$ cat src/rtl/ata_tim_pkg.sv
package ata_tim_pkg;

    localparam int CFG_W         = 32;
    localparam int USED_W        = 22;
    localparam int FIELD_W       = 5;
    localparam int TICK_W        = 8;
    localparam int PIO_OFS_TICKS = 8;   // fixed 120 ns PIO recovery add-on
    localparam int EXT_TICKS     = 2;   // 30 ns PIO extension
    localparam int DMA_REC_TICKS = 2;   // 30 ns MDMA recovery add-on, whole-tick case

    typedef struct packed {
        logic [CFG_W-USED_W-1:0] spare;
        logic                    half_tick;
        logic [FIELD_W-1:0]      dma_rec;
        logic [FIELD_W-1:0]      dma_acc;
        logic                    pio_ext;
        logic [FIELD_W-1:0]      pio_rec;
        logic [FIELD_W-1:0]      pio_acc;
    } ata_cfg_t;

    typedef struct packed {
        logic [TICK_W-1:0] acc;
        logic [TICK_W-1:0] rec;
    } phase_len_t;

    typedef enum logic [1:0] {
        ST_IDLE = 2'd0,
        ST_ACC  = 2'd1,
        ST_REC  = 2'd2
    } seq_state_t;

    function automatic logic [TICK_W-1:0] dbl(input logic [FIELD_W-1:0] f);
        return TICK_W'({f, 1'b0});
    endfunction

    function automatic phase_len_t calc_len(input ata_cfg_t c, input logic dma);
        phase_len_t l;
        if (dma) begin
            l.acc = dbl(c.dma_acc) + TICK_W'(c.half_tick);
            l.rec = dbl(c.dma_rec) + (c.half_tick ? TICK_W'(1) : TICK_W'(DMA_REC_TICKS));
        end else begin
            l.acc = dbl(c.pio_acc);
            l.rec = dbl(c.pio_rec) + TICK_W'(PIO_OFS_TICKS)
                  + (c.pio_ext ? TICK_W'(EXT_TICKS) : TICK_W'(0));
        end
        if (l.acc == '0) l.acc = TICK_W'(1);
        return l;
    endfunction

endpackage

$ cat src/rtl/ata_tim_cfg_reg.sv
module ata_tim_cfg_reg
    import ata_tim_pkg::*;
(
    input  logic             clk,
    input  logic             rst,
    input  logic             we,
    input  logic [CFG_W-1:0] wdata,
    output ata_cfg_t         cfg,
    output logic [CFG_W-1:0] rdata
);
    localparam logic [CFG_W-1:0] USED_MASK = CFG_W'((64'd1 << USED_W) - 64'd1);

    logic [USED_W-1:0] store_q;

    always_ff @(posedge clk) begin
        if (rst)     store_q <= '0;
        else if (we) store_q <= wdata[USED_W-1:0];
    end

    assign rdata = CFG_W'(store_q);
    assign cfg   = ata_cfg_t'(rdata);

    a_r2_write_readback: assert property (@(posedge clk) disable iff (rst)
        we |=> (rdata == ($past(wdata) & USED_MASK)));

endmodule

$ cat src/rtl/ata_tim_calc.sv
module ata_tim_calc
    import ata_tim_pkg::*;
(
    input  ata_cfg_t   cfg,
    input  logic       dma,
    output phase_len_t len
);
    assign len = calc_len(cfg, dma);
endmodule

$ cat src/rtl/ata_tim_seq.sv
module ata_tim_seq
    import ata_tim_pkg::*;
(
    input  logic       clk,
    input  logic       rst,
    input  logic       start,
    input  phase_len_t len,
    output logic       strobe_n,
    output logic       busy,
    output logic       done
);
    seq_state_t        state_q;
    logic [TICK_W-1:0] cnt_q;
    logic [TICK_W-1:0] rec_q;
    logic              done_q;

    always_ff @(posedge clk) begin
        if (rst) begin
            state_q <= ST_IDLE;
            cnt_q   <= '0;
            rec_q   <= '0;
            done_q  <= 1'b0;
        end else begin
            done_q <= 1'b0;
            unique case (state_q)
                ST_IDLE: if (start) begin
                    state_q <= ST_ACC;
                    cnt_q   <= len.acc - TICK_W'(1);
                    rec_q   <= len.rec;
                end
                ST_ACC: if (cnt_q == '0) begin
                    state_q <= ST_REC;
                    cnt_q   <= rec_q - TICK_W'(1);
                end else begin
                    cnt_q <= cnt_q - TICK_W'(1);
                end
                ST_REC: if (cnt_q == '0) begin
                    state_q <= ST_IDLE;
                    done_q  <= 1'b1;
                end else begin
                    cnt_q <= cnt_q - TICK_W'(1);
                end
                default: state_q <= ST_IDLE;
            endcase
        end
    end

    assign strobe_n = (state_q != ST_ACC);
    assign busy     = (state_q != ST_IDLE);
    assign done     = done_q;

    a_r7_done_single: assert property (@(posedge clk) disable iff (rst)
        done |=> !done);
    a_r7_done_idle: assert property (@(posedge clk) disable iff (rst)
        done |-> (!busy && strobe_n));
    a_r7_low_in_busy: assert property (@(posedge clk) disable iff (rst)
        !strobe_n |-> busy);
    a_r3_strobe_after_start: assert property (@(posedge clk) disable iff (rst)
        $fell(strobe_n) |-> $past(start));
    a_r8_no_restart: assert property (@(posedge clk) disable iff (rst)
        $fell(strobe_n) |-> !$past(busy));
    a_r9_len_held: assert property (@(posedge clk) disable iff (rst)
        (busy && $past(busy)) |-> $stable(rec_q));

endmodule

$ cat src/rtl/ata_strobe_timer.sv
module ata_strobe_timer
    import ata_tim_pkg::*;
(
    input  logic        clk,
    input  logic        rst,
    input  logic        cfg_we,
    input  logic [31:0] cfg_wdata,
    output logic [31:0] cfg_rdata,
    input  logic        start,
    input  logic        mode_dma,
    output logic        strobe_n,
    output logic        busy,
    output logic        done
);
    ata_cfg_t   cfg;
    phase_len_t len;

    ata_tim_cfg_reg u_cfg (
        .clk   (clk),
        .rst   (rst),
        .we    (cfg_we),
        .wdata (cfg_wdata),
        .cfg   (cfg),
        .rdata (cfg_rdata)
    );

    ata_tim_calc u_calc (
        .cfg (cfg),
        .dma (mode_dma),
        .len (len)
    );

    ata_tim_seq u_seq (
        .clk      (clk),
        .rst      (rst),
        .start    (start),
        .len      (len),
        .strobe_n (strobe_n),
        .busy     (busy),
        .done     (done)
    );

endmodule

$ cat config.mk
export PLATFORM = sky130hd
export DESIGN_NAME = ata_strobe_timer
export DESIGN_NICKNAME = d
export VERILOG_FILES = /design/src/rtl/ata_tim_pkg.sv /design/src/rtl/ata_tim_cfg_reg.sv /design/src/rtl/ata_tim_calc.sv /design/src/rtl/ata_tim_seq.sv /design/src/rtl/ata_strobe_timer.sv
export SDC_FILE = /design/constraint.sdc
export NUM_CORES = 1
export LEC_CHECK = 0
export BUFFER_PORTS_ARGS = -buffer_cell sky130_fd_sc_hd__buf_4
export CORE_UTILIZATION = 53
export CTS_CLUSTER_DIAMETER = 40
export CTS_CLUSTER_SIZE = 12
export DETAILED_ROUTE_END_ITERATION = 10
export PLACE_DENSITY = 0.81
export SLEW_MARGIN = 20
export SYNTH_ARGS = -nofsm -noshare
export SYNTH_HDL_FRONTEND = slang
export SYNTH_SLANG_ARGS = --single-unit
$ cat constraint.sdc
create_clock -name clk -period 2.4 [get_ports clk]
set_input_delay 0 -clock clk [delete_from_list [all_inputs] [get_ports clk]]
set_output_delay 0 -clock clk [all_outputs]
set_load 0.01 [all_outputs]
==> flow_metrics.env <==
export IMPL_numCtsBuffers=5
export IMPL_final_nets=431
export IMPL_die_y_um=72.51
export IMPL_setup_tns_ns=0
export IMPL_start_kind="flop"
export IMPL_grt_pass1_vias=2456
export IMPL_root_buffer="clkbuf_8"
export IMPL_drc=0
export IMPL_clk_latency_ns=0.30
export IMPL_clock_sinks=41
export IMPL_fillCellCount=326
export IMPL_start_util_pct=55.42
export IMPL_synthCells=315
export IMPL_cts_resized=0
export IMPL_io_buffers=51
export IMPL_powerDensity_mw_per_mm2=914.4
export IMPL_wl_per_cell_um=15.47
export IMPL_worstPathRequired_ns=2.60
export IMPL_synth_cell_type_count=53
export IMPL_std_cell_rows=25
export IMPL_critPathKind="flop to flop"
export IMPL_ys_warn_count=0
export IMPL_synth_seq_area_share_pct=31.15
export IMPL_die_area_sq_mm=0.005258
export IMPL_r2r_end="u_seq.cnt_q[4]"
export IMPL_maxSlewHeadroom_pct=61.08
export IMPL_whs_path_depth=4
export IMPL_antenna_found_initial=0
export IMPL_synth_area_leaders="dfxtp_1 31%, mux2i_1 12%, ha_1 7.1%"
export IMPL_final_cell_mix="53 x buf_4, 44 x nor2_1, 41 x dfxtp_1"
export IMPL_grt_pass1_wl_um=11500
export IMPL_antennaDiodeCount=0
export IMPL_dp_hpwl_um=4464
export IMPL_routabilityCongestion=0.8804
export IMPL_avgSynthCellArea_sq_um=8.365
export IMPL_ant_nets=0
export IMPL_grt_max_degree=39
export IMPL_power_switching_mw=1.234
export IMPL_p_leak_nw=1.510
export IMPL_total_power_mw=3.066
export IMPL_status="complete, no violations"
export IMPL_r2r_start="u_cfg.store_q[14]"
export IMPL_seqPwrFrac_pct=30.2
export IMPL_routed_wl_um=6914
export IMPL_grt_use_total_pct=28.04
export IMPL_clock_skew_ns=0.009202
export IMPL_hold_class="primary input to flop"
export IMPL_ios=72
export IMPL_rsz0062_at_grt="false"
export IMPL_max_freq_ghz=0.4673
export IMPL_hold_start="start"
export IMPL_syn_to_final_growth_pct=27.26
export IMPL_holdBufCountCts=22
export IMPL_via_count=2535
export IMPL_post_route_util_pct=70.53
export IMPL_ir_worst_vdd_mv=0.5773
export IMPL_synth_flop_cell="dfxtp_1"
export IMPL_setup_viol=0
export IMPL_synth_top_area_share_pct=31.15
export IMPL_post_route_period_util_pct=89.16
export IMPL_netlist_area_sq_mm=0.002635
export IMPL_async_flop_share_pct=0
export IMPL_drt_iter0_drc=209
export IMPL_grt_overflow_total=0
export IMPL_clk_path_buf_depth=2
export IMPL_worst_r2r_cell_count=8
export IMPL_cts_tree="done"
export IMPL_critPathSlowestCell="nor4b_1"
export IMPL_ys_seq_elements=41
export IMPL_worst_slew_pin_slew_ns=0.5794
export IMPL_final_common_cell="buf_4"
export IMPL_crit_chain="nor4b_1 > nor2_1 > a2bb2oi_1 > ha_1 > o21ai_0 > xnor2_1 > nor2_1 > o311a_1"
export IMPL_dr_pass1_iters=5
export IMPL_p_int_mw=1.832
export IMPL_cap_viol_max_count=0
export IMPL_clkTransAtPathRegs_ns=0.09
export IMPL_viasPerCell=5.671
export IMPL_switching_share_pct=40.25
export IMPL_endpoint_kind="flop"
export IMPL_drive_above_1_share_pct=18.16
export IMPL_setup_ws_ns=0.2602
export IMPL_reg2reg_slack_ns=0.26
export IMPL_slowest_delay_ns=0.45
export IMPL_hold_violations=0
export IMPL_synth_area_leader_cell="dfxtp_1"
export IMPL_min_delay_worst_endpoint="u_seq.state_q[1]"
export IMPL_maxSlewViolCount=0
export IMPL_synth_edf_count=0
export IMPL_postCtsSetupBuffers=0
export IMPL_path_max_fanout=6
export IMPL_p_clk_share_pct=21.8
export IMPL_core_area_sq_mm=0.004755
export IMPL_arrival_ns=2.34
export IMPL_p_comb_share_pct=48.0
export IMPL_die_w_um=72.51
export IMPL_place_ws_ns=0.2478
export IMPL_period_needed_ns=2.140
export IMPL_cp_common_cell="nor2_1"
export IMPL_htreeDepth=2
## worst max-delay path: cells and delay by family (launching register included)
family | cells | cell delay, ns
adders and majority gates | 1 | 0.22
DFF | 1 | 0.36
AOI/OAI and AO/OA | 3 | 0.69
xor gates and xnor gates | 1 | 0.16
and+or+nand+nor | 3 | 0.61
## how the worst max path moves through the flow
stage                            from              to  slack, ns  cells after the start
detailed placement  u_cfg.store_q[14]  u_seq.cnt_q[4]       0.25                      8
finish              u_cfg.store_q[14]  u_seq.cnt_q[4]       0.26                      8
CTS                 u_cfg.store_q[14]  u_seq.cnt_q[4]       0.24                      8
global route        u_cfg.store_q[14]  u_seq.cnt_q[4]      0.004                      8
floorplan                    mode_dma  u_seq.cnt_q[4]       0.39                      9
global placement     u_cfg.store_q[0]  u_seq.cnt_q[4]       0.34                      8
## Yosys cell counts (9+ instances only)
master	instances
a21oi_1	13
buf_4	11
clkbuf_1	10
dfxtp_1	41
ha_1	15
inv_1	15
mux2i_1	32
nand2_1	23
nor2_1	44
nor3_1	11
xnor2_1	11
xor2_1	9
## area by class of cell
type | instances | area (sq um) | share of cell area, %
Timing Repair Buffer | 75 | 618.1 | 18.43
Inverter | 15 | 56.30 | 1.679
Tap cell | 67 | 83.83 | 2.500
Clock inverter | 3 | 65.06 | 1.940
Sequential cell | 41 | 820.8 | 24.48
Multi-Input combinational cell | 241 | 1640 | 48.92
Clock buffer | 5 | 68.82 | 2.052
## power groups by stage
| stage | Combinational, mW | Sequential (mW) | Clock [mW] |
|---|---|---|---|
| floorplan | 1.08 | 0.915 | 0 |
| global placement | 1.36 | 0.928 | 0 |
| detailed placement | 1.40 | 0.936 | 0 |
| CTS | 1.44 | 0.921 | 0.671 |
| global route | 1.61 | 0.941 | 0.702 |
| finish | 1.47 | 0.925 | 0.670 |
## stage by stage
step / instances / hold slack [ns] / instance area, sq um
after detailed placement: 417 / 0.2404 / 2999
after global placement: 417 / 0.2315 / 2999
after global routing: 447 / 0.09122 / 3353
after floorplan: 324 / 0.1472 / 2669
final: 447 / 0.05722 / 3353
after CTS: 447 / 0.05071 / 3353
## cell families (layout without fill, tap and decap cells)
family                   Yosys count  count (layout)  synth area share, %
flip-flops                        41              41                31.15
adder cells (fa/ha/maj)           15              15                7.123
other                              1              10               0.1423
buffers and inverters             42              98                7.882
multiplexers                      32              32                12.16
AND/OR/NAND/NOR                  109             109                20.09
XOR/XNOR                          20              20                6.648
AO/OA/AOI/OAI                     55              55                14.82
## sequential cells by signal, summed over array words and instances (netlist names)
name / flops
u_cfg.store_q: 22
u_seq.cnt_q: 8
u_seq.rec_q: 8
u_seq.state_q: 2
u_seq.done: 1
## layer usage
metal / wire, um / vias to the layer above / global-route usage [%]
met3: 404 / 16 / 5.000
met4: 139 / 0 / 10.24
li1: - / 1214 / -
met1: 2945 / 1197 / 35.62
met2: 3425 / 108 / 47.46
met5: 0 / - / 0
(Power assumes the default switching activity.)
